[src/rtl/flash_bank_guard_pkg.sv]
// Package: shared encodings and status-register field positions for the
// flash bank guard. Assumes at most four banks fit the status busy field.
package flash_bank_guard_pkg;
    typedef enum logic [1:0] {
        OP_PROGRAM = 2'b00,
        OP_ERASE   = 2'b01,
        OP_PROTECT = 2'b10,
        OP_RSVD    = 2'b11
    } op_kind_e;

    localparam int          STAT_BUSY_W  = 4;
    localparam int          STAT_LOCK    = 4;
    localparam int          STAT_SUSP    = 5;
    localparam int          STAT_ABORT   = 6;
    localparam int          STAT_ACTIVE  = 7;
    localparam int          CFG_LSB      = 8;
    localparam int          CFG_W        = 8;
    localparam logic [15:0] BUSY_TRAP_ID = 16'h009B;
endpackage

[src/rtl/fbg_busy_tracker.sv]
// Module: fbg_busy_tracker
// Holds the per-bank busy vector and the state of the one operation that may
// be in flight: active, suspended, locked, and the sticky abort flag.
// Priority order: supply drop, then done, then suspend, then resume, then start.
// Assumes strobes last one cycle; a start while active is ignored.
module fbg_busy_tracker
    import flash_bank_guard_pkg::*;
#(
    parameter int NUM_BANKS = 4,
    parameter int PROT_BANK = 2,
    localparam int BANK_W   = (NUM_BANKS > 1) ? $clog2(NUM_BANKS) : 1
) (
    input  logic                 clk,
    input  logic                 rst_n,
    input  logic                 op_start,
    input  logic [1:0]           op_kind,
    input  logic [BANK_W-1:0]    op_bank,
    input  logic                 op_lock,
    input  logic                 op_done,
    input  logic                 op_suspend,
    input  logic                 op_resume,
    input  logic                 lv_detect,
    output logic [NUM_BANKS-1:0] busy,
    output logic                 lock,
    output logic                 suspended,
    output logic                 aborted,
    output logic                 active
);
    logic [NUM_BANKS-1:0] busy_q, tgt_q, tgt_d;
    logic                 lock_q, susp_q, abort_q, active_q, prot_q;
    logic                 is_prot;

    // Decode the target bank of a start request into a one-hot vector.
    always_comb begin
        is_prot = (op_kind == OP_PROTECT);
        tgt_d   = '0;
        for (int i = 0; i < NUM_BANKS; i++) begin
            if (is_prot ? (i == PROT_BANK) : (op_bank == BANK_W'(i)))
                tgt_d[i] = 1'b1;
        end
    end

    // Sequence the operation state: abort, completion, suspend, resume, start.
    always_ff @(posedge clk) begin
        if (!rst_n) begin
            busy_q   <= '0;
            tgt_q    <= '0;
            lock_q   <= 1'b0;
            susp_q   <= 1'b0;
            abort_q  <= 1'b0;
            active_q <= 1'b0;
            prot_q   <= 1'b0;
        end else if (lv_detect && active_q) begin
            busy_q   <= '0;
            lock_q   <= 1'b0;
            susp_q   <= 1'b0;
            active_q <= 1'b0;
            abort_q  <= 1'b1;
        end else if (active_q) begin
            if (op_done) begin
                busy_q   <= '0;
                lock_q   <= 1'b0;
                susp_q   <= 1'b0;
                active_q <= 1'b0;
            end else if (op_suspend && !susp_q && !prot_q) begin
                busy_q <= '0;
                susp_q <= 1'b1;
            end else if (op_resume && susp_q) begin
                busy_q <= tgt_q;
                susp_q <= 1'b0;
            end
        end else if (op_start) begin
            busy_q   <= tgt_d;
            tgt_q    <= tgt_d;
            lock_q   <= op_lock;
            susp_q   <= 1'b0;
            abort_q  <= 1'b0;
            active_q <= 1'b1;
            prot_q   <= is_prot;
        end
    end

    assign busy      = busy_q;
    assign lock      = lock_q;
    assign suspended = susp_q;
    assign aborted   = abort_q;
    assign active    = active_q;

    // At most one bank is ever busy.
    assert_busy_single_R1: assert property (@(posedge clk) disable iff (!rst_n)
        $onehot0(busy_q));
    // An accepted start marks a bank busy and makes the operation active.
    assert_start_marks_R1: assert property (@(posedge clk) disable iff (!rst_n)
        (op_start && !active_q && !lv_detect) |=> (busy_q != '0) && active_q);
    // A protect start always lands on the protection bank.
    assert_prot_bank_R2: assert property (@(posedge clk) disable iff (!rst_n)
        (op_start && !active_q && (op_kind == OP_PROTECT)) |=> busy_q[PROT_BANK]);
    // Completion frees every bank and the lock.
    assert_done_clears_R5: assert property (@(posedge clk) disable iff (!rst_n)
        (op_done && active_q) |=> (busy_q == '0) && !lock_q && !active_q);
    // A busy bank and the suspended state never coexist.
    assert_susp_idle_R6: assert property (@(posedge clk) disable iff (!rst_n)
        susp_q |-> (busy_q == '0) && active_q);
    // A supply drop during an operation leaves every bank in read mode.
    assert_lv_abort_R8: assert property (@(posedge clk) disable iff (!rst_n)
        (lv_detect && active_q) |=> (busy_q == '0) && aborted && !active_q);
    // A start during an active operation leaves the target untouched.
    assert_restart_ignored_R10: assert property (@(posedge clk) disable iff (!rst_n)
        (op_start && active_q) |=> $stable(tgt_q));
endmodule

[src/rtl/fbg_access_guard.sv]
// Module: fbg_access_guard
// Filters CPU accesses against the busy vector. A read of a busy bank returns
// all ones and pulses the trap one cycle later; a write to a busy bank is
// dropped in the same cycle. Assumes bank indices below NUM_BANKS.
module fbg_access_guard
    import flash_bank_guard_pkg::*;
#(
    parameter int NUM_BANKS = 4,
    parameter int DATA_W    = 16,
    localparam int BANK_W   = (NUM_BANKS > 1) ? $clog2(NUM_BANKS) : 1
) (
    input  logic                 clk,
    input  logic                 rst_n,
    input  logic [NUM_BANKS-1:0] busy,
    input  logic                 rd_req,
    input  logic [BANK_W-1:0]    rd_bank,
    input  logic [DATA_W-1:0]    arr_rdata,
    output logic [DATA_W-1:0]    rd_data,
    output logic                 trap_pulse,
    output logic [15:0]          trap_code,
    input  logic                 wr_req,
    input  logic [BANK_W-1:0]    wr_bank,
    output logic                 arr_wr_en
);
    logic rd_hit_busy;
    logic wr_hit_busy;

    // Look up the busy state of the addressed banks.
    always_comb begin
        rd_hit_busy = busy[rd_bank];
        wr_hit_busy = busy[wr_bank];
    end

    // Register read data and the trap pulse for each read request.
    always_ff @(posedge clk) begin
        if (!rst_n) begin
            rd_data    <= '0;
            trap_pulse <= 1'b0;
            trap_code  <= '0;
        end else begin
            trap_pulse <= rd_req && rd_hit_busy;
            trap_code  <= (rd_req && rd_hit_busy) ? BUSY_TRAP_ID : 16'h0000;
            if (rd_req)
                rd_data <= rd_hit_busy ? {DATA_W{1'b1}} : arr_rdata;
        end
    end

    // Pass the write enable through only for a bank in read mode.
    assign arr_wr_en = wr_req && !wr_hit_busy;

    // A read of a busy bank yields invalid data and the trap in the next cycle.
    assert_busy_read_trap_R3: assert property (@(posedge clk) disable iff (!rst_n)
        (rd_req && busy[rd_bank]) |=> trap_pulse && (trap_code == BUSY_TRAP_ID)
                                      && (rd_data == {DATA_W{1'b1}}));
    // With no read in a cycle there is no trap in the next one.
    assert_trap_single_R3: assert property (@(posedge clk) disable iff (!rst_n)
        !rd_req |=> !trap_pulse);
    // A write never reaches a busy bank.
    assert_busy_write_drop_R4: assert property (@(posedge clk) disable iff (!rst_n)
        (wr_req && busy[wr_bank]) |-> !arr_wr_en);
endmodule

[src/rtl/fbg_ctrl_reg.sv]
// Module: fbg_ctrl_reg
// Holds the software configuration field and assembles the status register.
// The field cannot be written while a locked operation is active. The status
// bits are read-only. Assumes NUM_BANKS does not exceed the busy field width.
module fbg_ctrl_reg
    import flash_bank_guard_pkg::*;
#(
    parameter int NUM_BANKS = 4
) (
    input  logic                 clk,
    input  logic                 rst_n,
    input  logic                 reg_wr,
    input  logic [CFG_W-1:0]     reg_wdata,
    input  logic [NUM_BANKS-1:0] busy,
    input  logic                 lock,
    input  logic                 suspended,
    input  logic                 aborted,
    input  logic                 active,
    output logic [15:0]          reg_rdata
);
    logic [CFG_W-1:0] cfg_q;
    logic             wr_blocked;

    assign wr_blocked = lock && active;

    // Load the configuration field unless a locked operation is running.
    always_ff @(posedge clk) begin
        if (!rst_n)
            cfg_q <= '0;
        else if (reg_wr && !wr_blocked)
            cfg_q <= reg_wdata;
    end

    // Pack the status and configuration fields into the read value.
    always_comb begin
        reg_rdata                       = '0;
        reg_rdata[NUM_BANKS-1:0]        = busy;
        reg_rdata[STAT_LOCK]            = lock;
        reg_rdata[STAT_SUSP]            = suspended;
        reg_rdata[STAT_ABORT]           = aborted;
        reg_rdata[STAT_ACTIVE]          = active;
        reg_rdata[CFG_LSB +: CFG_W]     = cfg_q;
    end

    // Writes attempted under an active lock leave the field unchanged.
    assert_lock_freeze_R7: assert property (@(posedge clk) disable iff (!rst_n)
        (reg_wr && lock && active) |=> $stable(cfg_q));
    // Lock is only ever held by an active operation.
    assert_lock_needs_active_R7: assert property (@(posedge clk) disable iff (!rst_n)
        lock |-> active);
endmodule

[src/rtl/flash_bank_guard.sv]
// Module: flash_bank_guard (top)
// Ties the busy tracker, the access guard and the control register together.
// Assumes one operation at a time and single-cycle strobes.
module flash_bank_guard
    import flash_bank_guard_pkg::*;
#(
    parameter int NUM_BANKS = 4,
    parameter int DATA_W    = 16,
    parameter int PROT_BANK = 2,
    localparam int BANK_W   = (NUM_BANKS > 1) ? $clog2(NUM_BANKS) : 1
) (
    input  logic              clk,
    input  logic              rst_n,
    input  logic              reg_wr,
    input  logic [7:0]        reg_wdata,
    output logic [15:0]       reg_rdata,
    input  logic              op_start,
    input  logic [1:0]        op_kind,
    input  logic [BANK_W-1:0] op_bank,
    input  logic              op_lock,
    input  logic              op_done,
    input  logic              op_suspend,
    input  logic              op_resume,
    input  logic              lv_detect,
    input  logic              rd_req,
    input  logic [BANK_W-1:0] rd_bank,
    input  logic [DATA_W-1:0] arr_rdata,
    output logic [DATA_W-1:0] rd_data,
    output logic              trap_pulse,
    output logic [15:0]       trap_code,
    input  logic              wr_req,
    input  logic [BANK_W-1:0] wr_bank,
    output logic              arr_wr_en
);
    logic [NUM_BANKS-1:0] busy;
    logic                 lock, suspended, aborted, active;

    fbg_busy_tracker #(.NUM_BANKS(NUM_BANKS), .PROT_BANK(PROT_BANK)) u_track (
        .clk(clk), .rst_n(rst_n),
        .op_start(op_start), .op_kind(op_kind), .op_bank(op_bank),
        .op_lock(op_lock), .op_done(op_done), .op_suspend(op_suspend),
        .op_resume(op_resume), .lv_detect(lv_detect),
        .busy(busy), .lock(lock), .suspended(suspended),
        .aborted(aborted), .active(active)
    );

    fbg_access_guard #(.NUM_BANKS(NUM_BANKS), .DATA_W(DATA_W)) u_guard (
        .clk(clk), .rst_n(rst_n), .busy(busy),
        .rd_req(rd_req), .rd_bank(rd_bank), .arr_rdata(arr_rdata),
        .rd_data(rd_data), .trap_pulse(trap_pulse), .trap_code(trap_code),
        .wr_req(wr_req), .wr_bank(wr_bank), .arr_wr_en(arr_wr_en)
    );

    fbg_ctrl_reg #(.NUM_BANKS(NUM_BANKS)) u_reg (
        .clk(clk), .rst_n(rst_n), .reg_wr(reg_wr), .reg_wdata(reg_wdata),
        .busy(busy), .lock(lock), .suspended(suspended),
        .aborted(aborted), .active(active), .reg_rdata(reg_rdata)
    );

    // The status register is all zeros right after reset.
    assert_reset_zero_R9: assert property (@(posedge clk)
        !rst_n |=> (reg_rdata == 16'h0000) && !trap_pulse);
endmodule

[config.mk]
export PLATFORM = sky130hd
export DESIGN_NAME = flash_bank_guard
export DESIGN_NICKNAME = d
export VERILOG_FILES = /design/src/rtl/flash_bank_guard_pkg.sv /design/src/rtl/fbg_busy_tracker.sv /design/src/rtl/fbg_access_guard.sv /design/src/rtl/fbg_ctrl_reg.sv /design/src/rtl/flash_bank_guard.sv
export SDC_FILE = /design/constraint.sdc
export NUM_CORES = 1
export LEC_CHECK = 0
export BUFFER_PORTS_ARGS = -buffer_cell sky130_fd_sc_hd__buf_2
export CAP_MARGIN = 20
export CORE_MARGIN = 10
export CORE_UTILIZATION = 34
export DETAILED_ROUTE_END_ITERATION = 6
export PLACE_DENSITY_LB_ADDON = 0.2
export SLEW_MARGIN = 10
export SYNTH_ARGS = -nofsm -noshare
export SYNTH_HDL_FRONTEND = slang
export SYNTH_HIERARCHICAL = 1
export SYNTH_SLANG_ARGS = --single-unit
[constraint.sdc]
create_clock -name clk -period 2.24 [get_ports clk]
set_input_delay 0.112 -clock clk [delete_from_list [all_inputs] [get_ports clk]]
set_output_delay 0.112 -clock clk [all_outputs]
set_load 0.05 [all_outputs]
Yosys cells after proc, flatten, opt, wreduce, memory -nomap -nowiden
Index checks and enable logic that the tools add are counted.
{ "classes": {"order_cmp": 2, "eq_ne": 7, "muxes": 32, "bitwise_logic": 3, "n_reduce_logical": 20} }
{ "op_table": {"columns": ["operator", "count"], "rows": [
  ["$mux W1", 23],
  ["$mux W4", 5],
  ["$mux W16", 1],
  ["$logic_and A1 B1 Y1", 8],
  ["$mux W8", 1],
  ["$eq A2 B2 Y1 const B", 3],
  ["$lt A2 B3 Y1 const B", 2],
  ["$reduce_and A2 Y1", 3],
  ["$bmux W1 S2", 2],
  ["$logic_not A1 Y1", 4],
  ["$ne A2 B2 Y1 const B", 2],
  ["$ne A4 B4 Y1 const B", 1],
  ["$reduce_bool A2 Y1", 2],
  ["$not A1 Y1", 3],
  ["$reduce_and A3 Y1", 1],
  ["$eq A2 B1 Y1 const B", 1],
  ["$logic_not A2 Y1", 1],
  ["$reduce_or A2 Y1", 1]
]} }
{ "word_totals": {"regBits": 54, "inputBits": 43, "out_inout_bits": 50, "wordCells": 75} }

Logic depth before layout (Yosys ltp)
{ "depth": {"ltp_word": 6, "depth_mapped": 5, "depth_no_buf": 4} }

Cells and area by module
Netlist, hierarchy kept.
{ "by_module_without_submodules": {"columns": ["module", "n_inst", "cells_per_inst", "area_per_inst_um2", "seq_area_each_um2"], "rows": [
  ["fbg_access_guard", 1, 65, 805.8, 340.3],
  ["fbg_busy_tracker", 1, 69, 608.1, 260.2],
  ["fbg_ctrl_reg", 1, 44, 399.1, 160.2]
]} }

Worst setup path before layout
No wires, ideal clock.
{ "synth_path": {"kind": "flip-flop to output port", "from": "register u_track.busy_q[3], in the netlist u_track/busy[3]", "to": "output arr_wr_en", "arrival_time_ns": 1.473, "t_required_ns": 2.128, "path_slack_ns": 0.655, "stages_incl_launch_ff": 3, "path_buffers": 0, "cell_sequence": "dfxtp_1 mux4_2 nor2b_1"} }
{ "synth_between": {"elab_chain_cells": 4} }
{ "synth_lines": {"columns": ["element", "line", "source"], "rows": [
  ["start, declared", "fbg_busy_tracker.sv:29", "logic [NUM_BANKS-1:0] busy_q, tgt_q, tgt_d;"],
  ["start signal, assigned", "fbg_busy_tracker.sv:69", "busy_q <= tgt_q;"],
  ["start signal, assigned", "fbg_busy_tracker.sv:73", "busy_q <= tgt_d;"],
  ["$bmux W1 S2", "fbg_access_guard.sv:31", "wr_hit_busy = busy[wr_bank];"],
  ["$mux W1 (not written as such)", "fbg_access_guard.sv:31", null],
  ["$logic_not A1 Y1", "fbg_access_guard.sv:49", "assign arr_wr_en = wr_req && !wr_hit_busy;"],
  ["$logic_and A1 B1 Y1", "fbg_access_guard.sv:49", null],
  ["end, declared", "flash_bank_guard.sv:33", "output logic arr_wr_en"]
]} }
No other way between the ends. The select of a mux whose other input is x is not followed.

Final worst setup path
{ "layout_path": {"from": "register u_track.busy_q[2], in the netlist u_track/busy[2]", "to": "output arr_wr_en"} }
Same word-level chain as after synthesis.

==> metrics.md <==
| Metric | Value |
|---|---|
| Status | `finished clean` |
| Inst Count DP | `approximately 300` |
| RR Startpoint | `u_track/active$_SDFF_PP0_` |
| Library cells used by synthesis | `36` |
| Hold Vio Cnt, Final | `0` |
| Final wirelength | `4600 µm` |
| Non-filler cells, final | `about 310` |
| Num CTS Buffers | `5` |
| Rows | `26` |
| First-pass GRT wire length | `~7400 µm` |
| Worst EP arrival | `1480 ps` |
| Layout cell share with drive strength beyond 1 | `0.416` |
| CORE AREA | `between 0.005 and 0.006 mm²` |
| Syn avg cell area | `about 10 µm²` |
| Met3 GRT Util | `0.0608` |
| CP startpoint kind | `flop` |
| Die height | `roughly 93 µm` |
| Period utilization | `0.709` |
| Root Buffer | `clkbuf_8` |
| Gr ovfl total | `0` |
| # clock sinks | `38` |
| Routing usage on met2 | `0.140` |
| RSZ-0062 raised after global routing | `no` |
| Largest fanout on the critical path | `4` |
| Diode count | `0` |
| Worst vdd ir | `0.226 mV` |
| TNS Setup | `0 ps` |
| Multi-input gate area | `823 µm²` |
| Setup CP Type | `flop to output pin` |
| Post_cts resized | `0` |
| Iteration-0 DRC Markers | `50` |
| Post-CTS Setup Inserts | `0` |
| DP HPWL | `3550 µm` |
| Max Clk Rate | `between 0.6 and 0.7 GHz` |
| Synthesis warning total | `6` |
| Reg2reg setup slack | `790 ps` |
| Mapped cell area | `0.00181 mm²` |
| Vias in the first global route | `1,412` |
| Reg clk slew, reported paths | `80 ps` |
| All-layer global routing usage | `0.104` |
| Max Root-Sink Buffers | `2` |
| Post-CTS Hold Fix Bufs | `0` |
| Synthesis-stage register bit count | `38` |
| Boundary Pins | `93` |
| Worst Setup SP | `u_track/busy[2]$_SDFFE_PP0P_` |
| H-tree depth reported by CTS | `2` |
| Commonest non-fill, non-tap cell in the layout | `buf_2` |
| Initial Util | `0.353` |
| IO buf count | `81` |
| Critical Path Max Stage Delay | `460 ps` |
| Tmin final | `between 1500 and 2000 ps` |
| DR vias/cell | `about 4.6` |
| Filler Cell Count | `about 550` |
| Final hold slack | `between 50 and 60 ps` |
| Most Crowded Layer GR | `met2` |
| CP max-delay cell | `mux4_2` |
| Vias | `approximately 1,400` |
| Layout area overhead | `20.4%` |
| Full die area | `roughly 0.0087 mm²` |
| HP Start | `reg_wdata[5]` |
| Post-route ant nets | `0` |
| Met1 usage | `0.135` |
| Req. time, crit path | `approximately 2100 ps` |
| Leakage | `0.00105 µW` |
| Commonest non-fill, non-tap cells in the layout | `81 x buf_2, 38 x dfxtp_1, 26 x nand2_1` |
| Nets | `between 200 and 300` |
| Final WS setup | `~650 ps` |
| Worst Max-Slew Pin Slew | `602 ps` |
| Pin count of the biggest net entering global routing | `23` |
| CP Capture Type | `output pin` |
| Residual DRC count | `0` |
| Max_slew headroom | `0.596` |
| HP Class | `input pin to flop` |
| Setup WS pre-CTS | `roughly 810 ps` |
| CTS tree | `built` |
| GPL Wtd Cong | `0.729` |
| Initial antenna violation count | `0` |
| Endpoints failing setup | `0` |
| Cells after Synth | `roughly 180` |
| Initial DRT Pass Iterations | `4` |
| DR WL/cell | `around 15 µm` |
| Seq/Total Area, Yosys | `0.420` |
| Clock Skew | `7.67 ps` |
| Max Cap Viol | `0` |
| Critical Path, Cell by Cell | `mux4_2, nor2b_1, buf_2` |
| Die Span X | `93.0 µm` |
| Max Slew Vio Count | `0` |
| Pwr per Cell Area | `about 800 mW/mm²` |
| Sequential cell area | `approximately 760 µm²` |
| Clock Latency Late Sink | `290 ps` |
[report_power, final]
group,internal (µW),switching [µW]
Clock,248,249
Sequential,724,33.8
Combinational,129,326
Total,1100,609
[layer usage]
layer,up-vias,part of all wire
met5,-,0
met2,69,0.41
met4,0,0.010
li1,728,-
met3,7,0.12
met1,637,0.45
[flip-flops by register name (all words and copies together) (netlist names), 4 cells and up]
signal and count:
u_track/busy 4, u_reg/cfg_q 8, u_track/tgt_q 4, u_guard/rd_data 16
[through the flow]
stage,cell area (µm²),util,total power [µW]
2_1_floorplan,1850,-,1160
3_3_place_gp,2090,0.406,1230
3_5_place_dp,2090,0.406,1230
4_1_cts,2180,0.425,1740
5_1_grt,2180,0.425,1800
6_report,2180,0.425,1710
[cell type report]
| type | count | share of cell area |
|---|---|---|
| clock inverter | 2 | 0.00573 |
| tap | 70 | 0.0401 |
| inverter | 1 | 0.00172 |
| clock buffer | 6 | 0.0378 |
| multi-input combinational | 114 | 0.377 |
| sequential | 38 | 0.348 |
| timing repair buffer | 82 | 0.189 |
[cell families after synthesis]
logic type,Yosys count,synth area share
AO/OA/AOI/OAI,39,0.212
buffers and inverters,36,0.147
flip-flops,38,0.420
multiplexers,12,0.0738
other,1,0.00207
AND/OR/NAND/NOR,52,0.146
[cell usage after synthesis (all sizes together)]
cell,instances,area share
dfxtp,38,0.42
buf,31,0.14
nand2,26,0.054
o221a,16,0.11
mux2i,10,0.055
a21oi,9,0.025
nor2,7,0.014
nor2b,6,0.021
a211oi,4,0.019
a21boi,4,0.019
clkbuf,4,0.0090
nor4,4,0.014
and2,2,0.0083
and2b,2,0.0097
nand2b,2,0.011
o21ai,2,0.0055
a22oi,1,0.012
a2bb2oi,1,0.0048
conb,1,0.0021
inv,1,0.0021
mux2,1,0.0062
mux4,1,0.012
nand4b,1,0.0048
nor3b,1,0.0041
nor4b,1,0.0048
o211a,1,0.0055
o32a,1,0.012
[critical path, delay by kind of cell (launching register included)]
family                 cells  cell delay, ps
and+or+nand+nor            1             110
muxes                      1             460
buffers and inverters      1             270
DFF                        1             350
[final timing paths]
path	endpoint	cells after the start
hold / removal	u_reg/cfg_q[5]$_SDFFE_PN0P_	3
setup / recovery	arr_wr_en	3
hold reg to reg	u_reg/cfg_q[5]$_SDFFE_PN0P_	2
setup reg to reg	u_track/busy[2]$_SDFFE_PP0P_	4
Note: power is estimated with default switching activity, not from simulation.
